<file path="src/rtl/usb_in_pkg.sv">
package usb_in_pkg;

  // Bank the pointer moves to after a handoff; single-bank mode stays on bank 0.
  function automatic logic bank_after(input logic cur, input logic pingpong);
    return pingpong ? ~cur : 1'b0;
  endfunction

  // Whether another byte still fits in a bank that already holds fill bytes.
  function automatic logic has_room(input int fill, input int max_bytes);
    return fill < max_bytes;
  endfunction

endpackage

</file>
<file path="src/rtl/usb_in_bank.sv">
module usb_in_bank #(
  parameter int MAX_PKT = 64,
  localparam int AW = $clog2(MAX_PKT),
  localparam int CW = $clog2(MAX_PKT + 1)
) (
  input  logic          clk,
  input  logic          rst_n,
  input  logic          wr_en,
  input  logic [7:0]    wr_data,
  input  logic          set_rdy,
  input  logic          clr_rdy,
  input  logic [AW-1:0] rd_idx,
  output logic          rdy,
  output logic [CW-1:0] len,
  output logic [7:0]    rd_data
);
  import usb_in_pkg::*;

  logic [7:0]    mem [MAX_PKT];
  logic [CW-1:0] fill;
  logic          set_take;
  logic          wr_take;

  assign set_take = set_rdy && !rdy;
  assign wr_take  = wr_en && !rdy && !set_rdy && has_room(int'(fill), MAX_PKT);

  always_ff @(posedge clk) begin
    if (!rst_n) begin
      rdy  <= 1'b0;
      len  <= '0;
      fill <= '0;
    end else begin
      if (set_take) begin
        rdy  <= 1'b1;
        len  <= fill;
        fill <= '0;
      end else if (wr_take) begin
        fill <= fill + 1'b1;
      end
      if (clr_rdy) rdy <= 1'b0;
    end
  end

  always_ff @(posedge clk) begin
    if (wr_take) mem[fill[AW-1:0]] <= wr_data;
  end

  assign rd_data = mem[rd_idx];

endmodule

</file>
<file path="src/rtl/usb_in_tx_ctrl.sv">
module usb_in_tx_ctrl #(
  parameter int MAX_PKT = 64,
  localparam int CW = $clog2(MAX_PKT + 1)
) (
  input  logic          clk,
  input  logic          rst_n,
  input  logic          tok,
  input  logic          rd_en,
  input  logic          ack,
  input  logic          noack,
  input  logic          bank_rdy,
  input  logic [CW-1:0] bank_len,
  output logic          busy,
  output logic          send,
  output logic          nak,
  output logic [CW-1:0] rd_ptr,
  output logic          ack_take,
  output logic          noack_take
);

  assign ack_take   = busy && ack;
  assign noack_take = busy && !ack && noack;

  always_ff @(posedge clk) begin
    if (!rst_n) begin
      busy   <= 1'b0;
      send   <= 1'b0;
      nak    <= 1'b0;
      rd_ptr <= '0;
    end else begin
      send <= 1'b0;
      nak  <= 1'b0;
      if (!busy) begin
        if (tok) begin
          if (bank_rdy) begin
            send   <= 1'b1;
            busy   <= 1'b1;
            rd_ptr <= '0;
          end else begin
            nak <= 1'b1;
          end
        end
      end else if (ack_take || noack_take) begin
        busy   <= 1'b0;
        rd_ptr <= '0;
      end else if (rd_en && rd_ptr < bank_len) begin
        rd_ptr <= rd_ptr + 1'b1;
      end
    end
  end

endmodule

</file>
<file path="src/rtl/usb_in_bank_ctrl.sv">
module usb_in_bank_ctrl #(
  parameter int MAX_PKT = 64,
  localparam int NB = 2,
  localparam int AW = $clog2(MAX_PKT),
  localparam int CW = $clog2(MAX_PKT + 1)
) (
  input  logic          clk,
  input  logic          rst_n,
  input  logic          cfg_pingpong,
  input  logic          cpu_wr_en,
  input  logic [7:0]    cpu_wr_data,
  input  logic          cpu_set_ready,
  input  logic          cpu_clr_comp,
  output logic          sts_pktrdy,
  output logic          sts_comp,
  output logic          irq,
  input  logic          usb_in_tok,
  input  logic          usb_rd_en,
  input  logic          usb_ack,
  input  logic          usb_noack,
  output logic          usb_send,
  output logic          usb_nak,
  output logic          usb_busy,
  output logic [CW-1:0] usb_len,
  output logic [7:0]    usb_rd_data
);
  import usb_in_pkg::*;

  logic          wr_bank;
  logic          tx_bank;
  logic [NB-1:0] rdy_v;
  logic [CW-1:0] len_v  [NB];
  logic [7:0]    data_v [NB];
  logic [CW-1:0] rd_ptr;
  logic          ev_set_take;
  logic          ev_ack_take;
  logic          ev_noack_take;
  logic          comp_q;

  assign ev_set_take = cpu_set_ready && !rdy_v[wr_bank];

  for (genvar b = 0; b < NB; b++) begin : g_bank
    usb_in_bank #(.MAX_PKT(MAX_PKT)) u_bank (
      .clk     (clk),
      .rst_n   (rst_n),
      .wr_en   (cpu_wr_en && (wr_bank == 1'(b))),
      .wr_data (cpu_wr_data),
      .set_rdy (cpu_set_ready && (wr_bank == 1'(b))),
      .clr_rdy (ev_ack_take && (tx_bank == 1'(b))),
      .rd_idx  (rd_ptr[AW-1:0]),
      .rdy     (rdy_v[b]),
      .len     (len_v[b]),
      .rd_data (data_v[b])
    );
  end

  usb_in_tx_ctrl #(.MAX_PKT(MAX_PKT)) u_tx (
    .clk        (clk),
    .rst_n      (rst_n),
    .tok        (usb_in_tok),
    .rd_en      (usb_rd_en),
    .ack        (usb_ack),
    .noack      (usb_noack),
    .bank_rdy   (rdy_v[tx_bank]),
    .bank_len   (len_v[tx_bank]),
    .busy       (usb_busy),
    .send       (usb_send),
    .nak        (usb_nak),
    .rd_ptr     (rd_ptr),
    .ack_take   (ev_ack_take),
    .noack_take (ev_noack_take)
  );

  always_ff @(posedge clk) begin
    if (!rst_n) begin
      wr_bank <= 1'b0;
      tx_bank <= 1'b0;
      comp_q  <= 1'b0;
    end else begin
      if (ev_set_take) wr_bank <= bank_after(wr_bank, cfg_pingpong);
      if (ev_ack_take) tx_bank <= bank_after(tx_bank, cfg_pingpong);
      if (ev_ack_take)       comp_q <= 1'b1;
      else if (cpu_clr_comp) comp_q <= 1'b0;
    end
  end

  assign sts_pktrdy  = rdy_v[wr_bank];
  assign sts_comp    = comp_q;
  assign irq         = comp_q;
  assign usb_len     = len_v[tx_bank];
  assign usb_rd_data = data_v[tx_bank];

endmodule

</file>
<file path="config.mk">
export PLATFORM = sky130hd
export DESIGN_NAME = usb_in_bank_ctrl
export DESIGN_NICKNAME = d
export VERILOG_FILES = /design/src/rtl/usb_in_pkg.sv /design/src/rtl/usb_in_bank.sv /design/src/rtl/usb_in_tx_ctrl.sv /design/src/rtl/usb_in_bank_ctrl.sv
export SDC_FILE = /design/constraint.sdc
export NUM_CORES = 1
export LEC_CHECK = 0
export CELL_PAD_IN_SITES_DETAIL_PLACEMENT = 1
export CELL_PAD_IN_SITES_GLOBAL_PLACEMENT = 1
export CORE_MARGIN = 2
export CORE_UTILIZATION = 64
export CTS_BUF_LIST = sky130_fd_sc_hd__clkbuf_4 sky130_fd_sc_hd__clkbuf_8
export CTS_CLUSTER_DIAMETER = 80
export CTS_CLUSTER_SIZE = 16
export DETAILED_ROUTE_END_ITERATION = 8
export DONT_BUFFER_PORTS = 1
export GPL_TIMING_DRIVEN = 0
export PLACE_DENSITY = 0.95
export SYNTH_ARGS = -nofsm -noshare
export SYNTH_HDL_FRONTEND = slang
export SYNTH_SLANG_ARGS = --single-unit
</file>
<file path="constraint.sdc">
create_clock -name clk -period 7.1 [get_ports clk]
set_input_delay 1.065 -clock clk [delete_from_list [all_inputs] [get_ports clk]]
set_output_delay 1.065 -clock clk [all_outputs]
set_load 0.01 [all_outputs]
</file>
==> metrics.txt <==
met3 GRT Util 9.15%; register area share after synthesis 76.1%; Rows between 90 and 100; crit path kind flip-flop to output port; post-synth net total 1894; initial core utilization 64.7%; Die X between 200 and 300 um; crit-path max FO 10; Tot GR Track Use 37.4%; fin crit share 88.4%; Final Critical Period 6.28 ns; Final GP Congestion 0.864; max-cap violation count 0; H-tree lvl count 3; Syn. warnings 0; PortBufs 0; max incr delay on CP 1.00 ns; clock buffer depth 3; GRT busiest layer met2; Post-CTS Setup Inserts 0; Rel. slew slack 12.5%; Post-Synthesis Cells 1867; CTS Root Cell clkbuf_8; Pre-antenna DRT Iters 5; Fill cells 4971; grt ovf 0; hold crit path type primary input to flip-flop; Max Clock Skew 0.0510 ns; slowest cell on the critical path clkbuf_1; setup TNS 0 ns; CTS resizes 0; Nets slightly below 2000; Area Growth Syn to Fin 5.63%; area taken by flip-flops and latches 31700 sq um; crit path DAT ~5.2 ns; post-cts hold buffer count 0; Fin. Hold Viols 0; EDFF count, synth 1024; Leak 12.9 nW; Max Clock Freq between 150 and 200 MHz; Post-synth top flop edfxtp_1; CTS buffer count 77; Setup-failing EPs final 0; insertion delay to the later sink of the worst-skew pair 0.74 ns; antenna viol nets, final 0; total die area 67200 sq um; DR vias/cell 7.68; post-synthesis instance area 41700 sq um; Distinct cells, synth 39; RSZ-0062 raised after global routing no; CP Cell Sequence clkbuf_1 -> buf_1 -> mux4_2 -> mux4_2 -> mux4_2 -> mux2_2; CTS clk-pin slew, worst paths 0.10 ns; CP startpoint kind flip-flop; VDD IR max 0.122 mV; Pwr Total 0.0102 W; Crit path top cell by count mux4_2; fin. max-slew vios 0; Die Y 259 um; first-pass GRT wire length 172000 um; # clock sinks 1073; flops & latches, synth 1073; met2 Resource Use GR 60.1%; Synth Area per Inst 22.3 sq um; layout cell share with drive strength beyond 1 24.8%; vias in the first global route 22100; IO Pins 39; Core ar. approximately 64000 sq um; nature of the critical path endpoint output port; largest net degree at the start of global routing approximately 130; measured slew at the worst slew-check pin roughly 1.3 ns; dpl hpwl 70700 um; DR WL/cell 42.9 um; multi-input logic area 9440 sq um; met1 Use GR 50.0%; WP data required 6.03 ns; initial antenna violation count 7; final wirelength 121000 um; pwr/cell area 231 nW/um^2; CTS tree done; initial DRC count 3845; asr flop ratio synth 0%; # DRC 0; outcome finished, final reports clean; Vias 21700
-- cells in the final DEF, fill, tap and decap left out, types with 4 or more instances in the layout --
| cell | n |
|---|---|
| a21o_1 | 5 |
| a21oi_1 | 14 |
| a41o_1 | 4 |
| buf_1 | 24 |
| buf_2 | 22 |
| buf_4 | 5 |
| clkbuf_1 | 49 |
| clkbuf_4 | 17 |
| clkbuf_8 | 80 |
| dfxtp_1 | 49 |
| edfxtp_1 | 1024 |
| ha_1 | 9 |
| inv_1 | 15 |
| mux2_2 | 9 |
| mux2i_1 | 22 |
| mux4_2 | 336 |
| nand2_1 | 21 |
| nand3_1 | 18 |
| nand3b_1 | 5 |
| nand4_1 | 6 |
| nor2_1 | 170 |
| nor2b_1 | 7 |
| nor3_1 | 4 |
| nor3b_1 | 4 |
| o21ai_0 | 7 |
| or3b_2 | 4 |
| xor2_1 | 6 |
-- final cells by class --
type	count	share of cell area (%)
diodes	1	0.00568
clock buffers	97	2.79
inverters	16	0.136
well taps	855	2.43
clock inverters	5	0.108
flip-flops and latches	1073	72.1
plain buffers	103	1.03
multi-input cells	675	21.4
-- cells in the mapped netlist, drive strengths merged, types with 3 or more instances --
library cell	n	area share [%]
nor2b	7	0.11
nand2	21	0.19
a21oi	14	0.17
a21o	5	0.090
mux2	9	0.24
nand2b	3	0.045
or3	3	0.045
buf	54	0.65
nor3	4	0.048
dfxtp	49	2.4
xnor2	3	0.063
nand4	6	0.090
nor3b	4	0.072
nand3b	5	0.090
edfxtp	1024	74
nor2	170	1.5
a311oi	3	0.063
mux2i	22	0.53
or2	3	0.045
or3b	4	0.084
xor2	6	0.13
nand3	18	0.22
mux4	336	18
clkbuf	49	0.44
o21ai	7	0.084
a41o	4	0.096
inv	15	0.14
ha	9	0.27
-- final timing paths --
kind	slack (ns)	from	depth (start not counted)	endpoint
max	0.82	flip-flop	6	usb_rd_data[6]
min	0.42	cpu_wr_data[2]	0	g_bank[0].u_bank.mem[8][2]$_DFFE_PP_
max reg2reg	3.02	wr_bank$_SDFFE_PN0P_	5	g_bank[1].u_bank.mem[22][6]$_DFFE_PP_
min reg2reg	0.54	g_bank[1].u_bank.len[0]$_SDFFE_PN0P_	2	g_bank[1].u_bank.len[0]$_SDFFE_PN0P_
-- worst max-delay path: cells and delay by family (launching register included) --
kind / cells / cell delay (ns)
DFF: 1 / 0.52
buffers and inverters: 2 / 1.98
muxes: 4 / 1.96
-- metrics by stage --
step           area (sq um)  worst slack [ns]  utilization, %  hold slack, ns  cells
2_1_floorplan         41700              3.34               -           0.456   1867
3_3_place_gp          42800              2.02            66.3           0.476   2722
3_5_place_dp          42800              1.89            66.3           0.511   2722
4_1_cts               44000              1.02            68.3           0.389   2824
5_1_grt               44000             0.907            68.3           0.411   2824
6_report              44000             0.825            68.3           0.425   2825
-- sequential cells by signal, summed over array words and instances, names as in the netlist, 2 cells and up, named ones only --
register,flops
u_tx.rd_ptr,7
g_bank.u_bank.len,14
g_bank.u_bank.rdy,2
g_bank.u_bank.mem,1024
g_bank.u_bank.fill,14
-- power by group --
part           internal (W)   total, W  switching [W]
sequential          0.00692    0.00693     0.00000575
combinational     0.0000283  0.0000829      0.0000546
clock               0.00113    0.00317        0.00204
total               0.00808     0.0102        0.00210
-- kinds of logic after synthesis --
group	after synthesis	synth area share [%]
fa+ha+maj	9	0.270
flops	1073	76.1
compound gates	38	0.594
mux	367	18.9
buf+inv	119	1.24
xor+xnor	9	0.189
simple gates	252	2.66
-- metal layers --
metal	share of wire, %	vias to the layer above
met5	0.038	-
met4	5.0	8
met3	13	410
met2	49	2192
met1	33	11200
li1	-	7883
(Power assumes the default switching activity.)
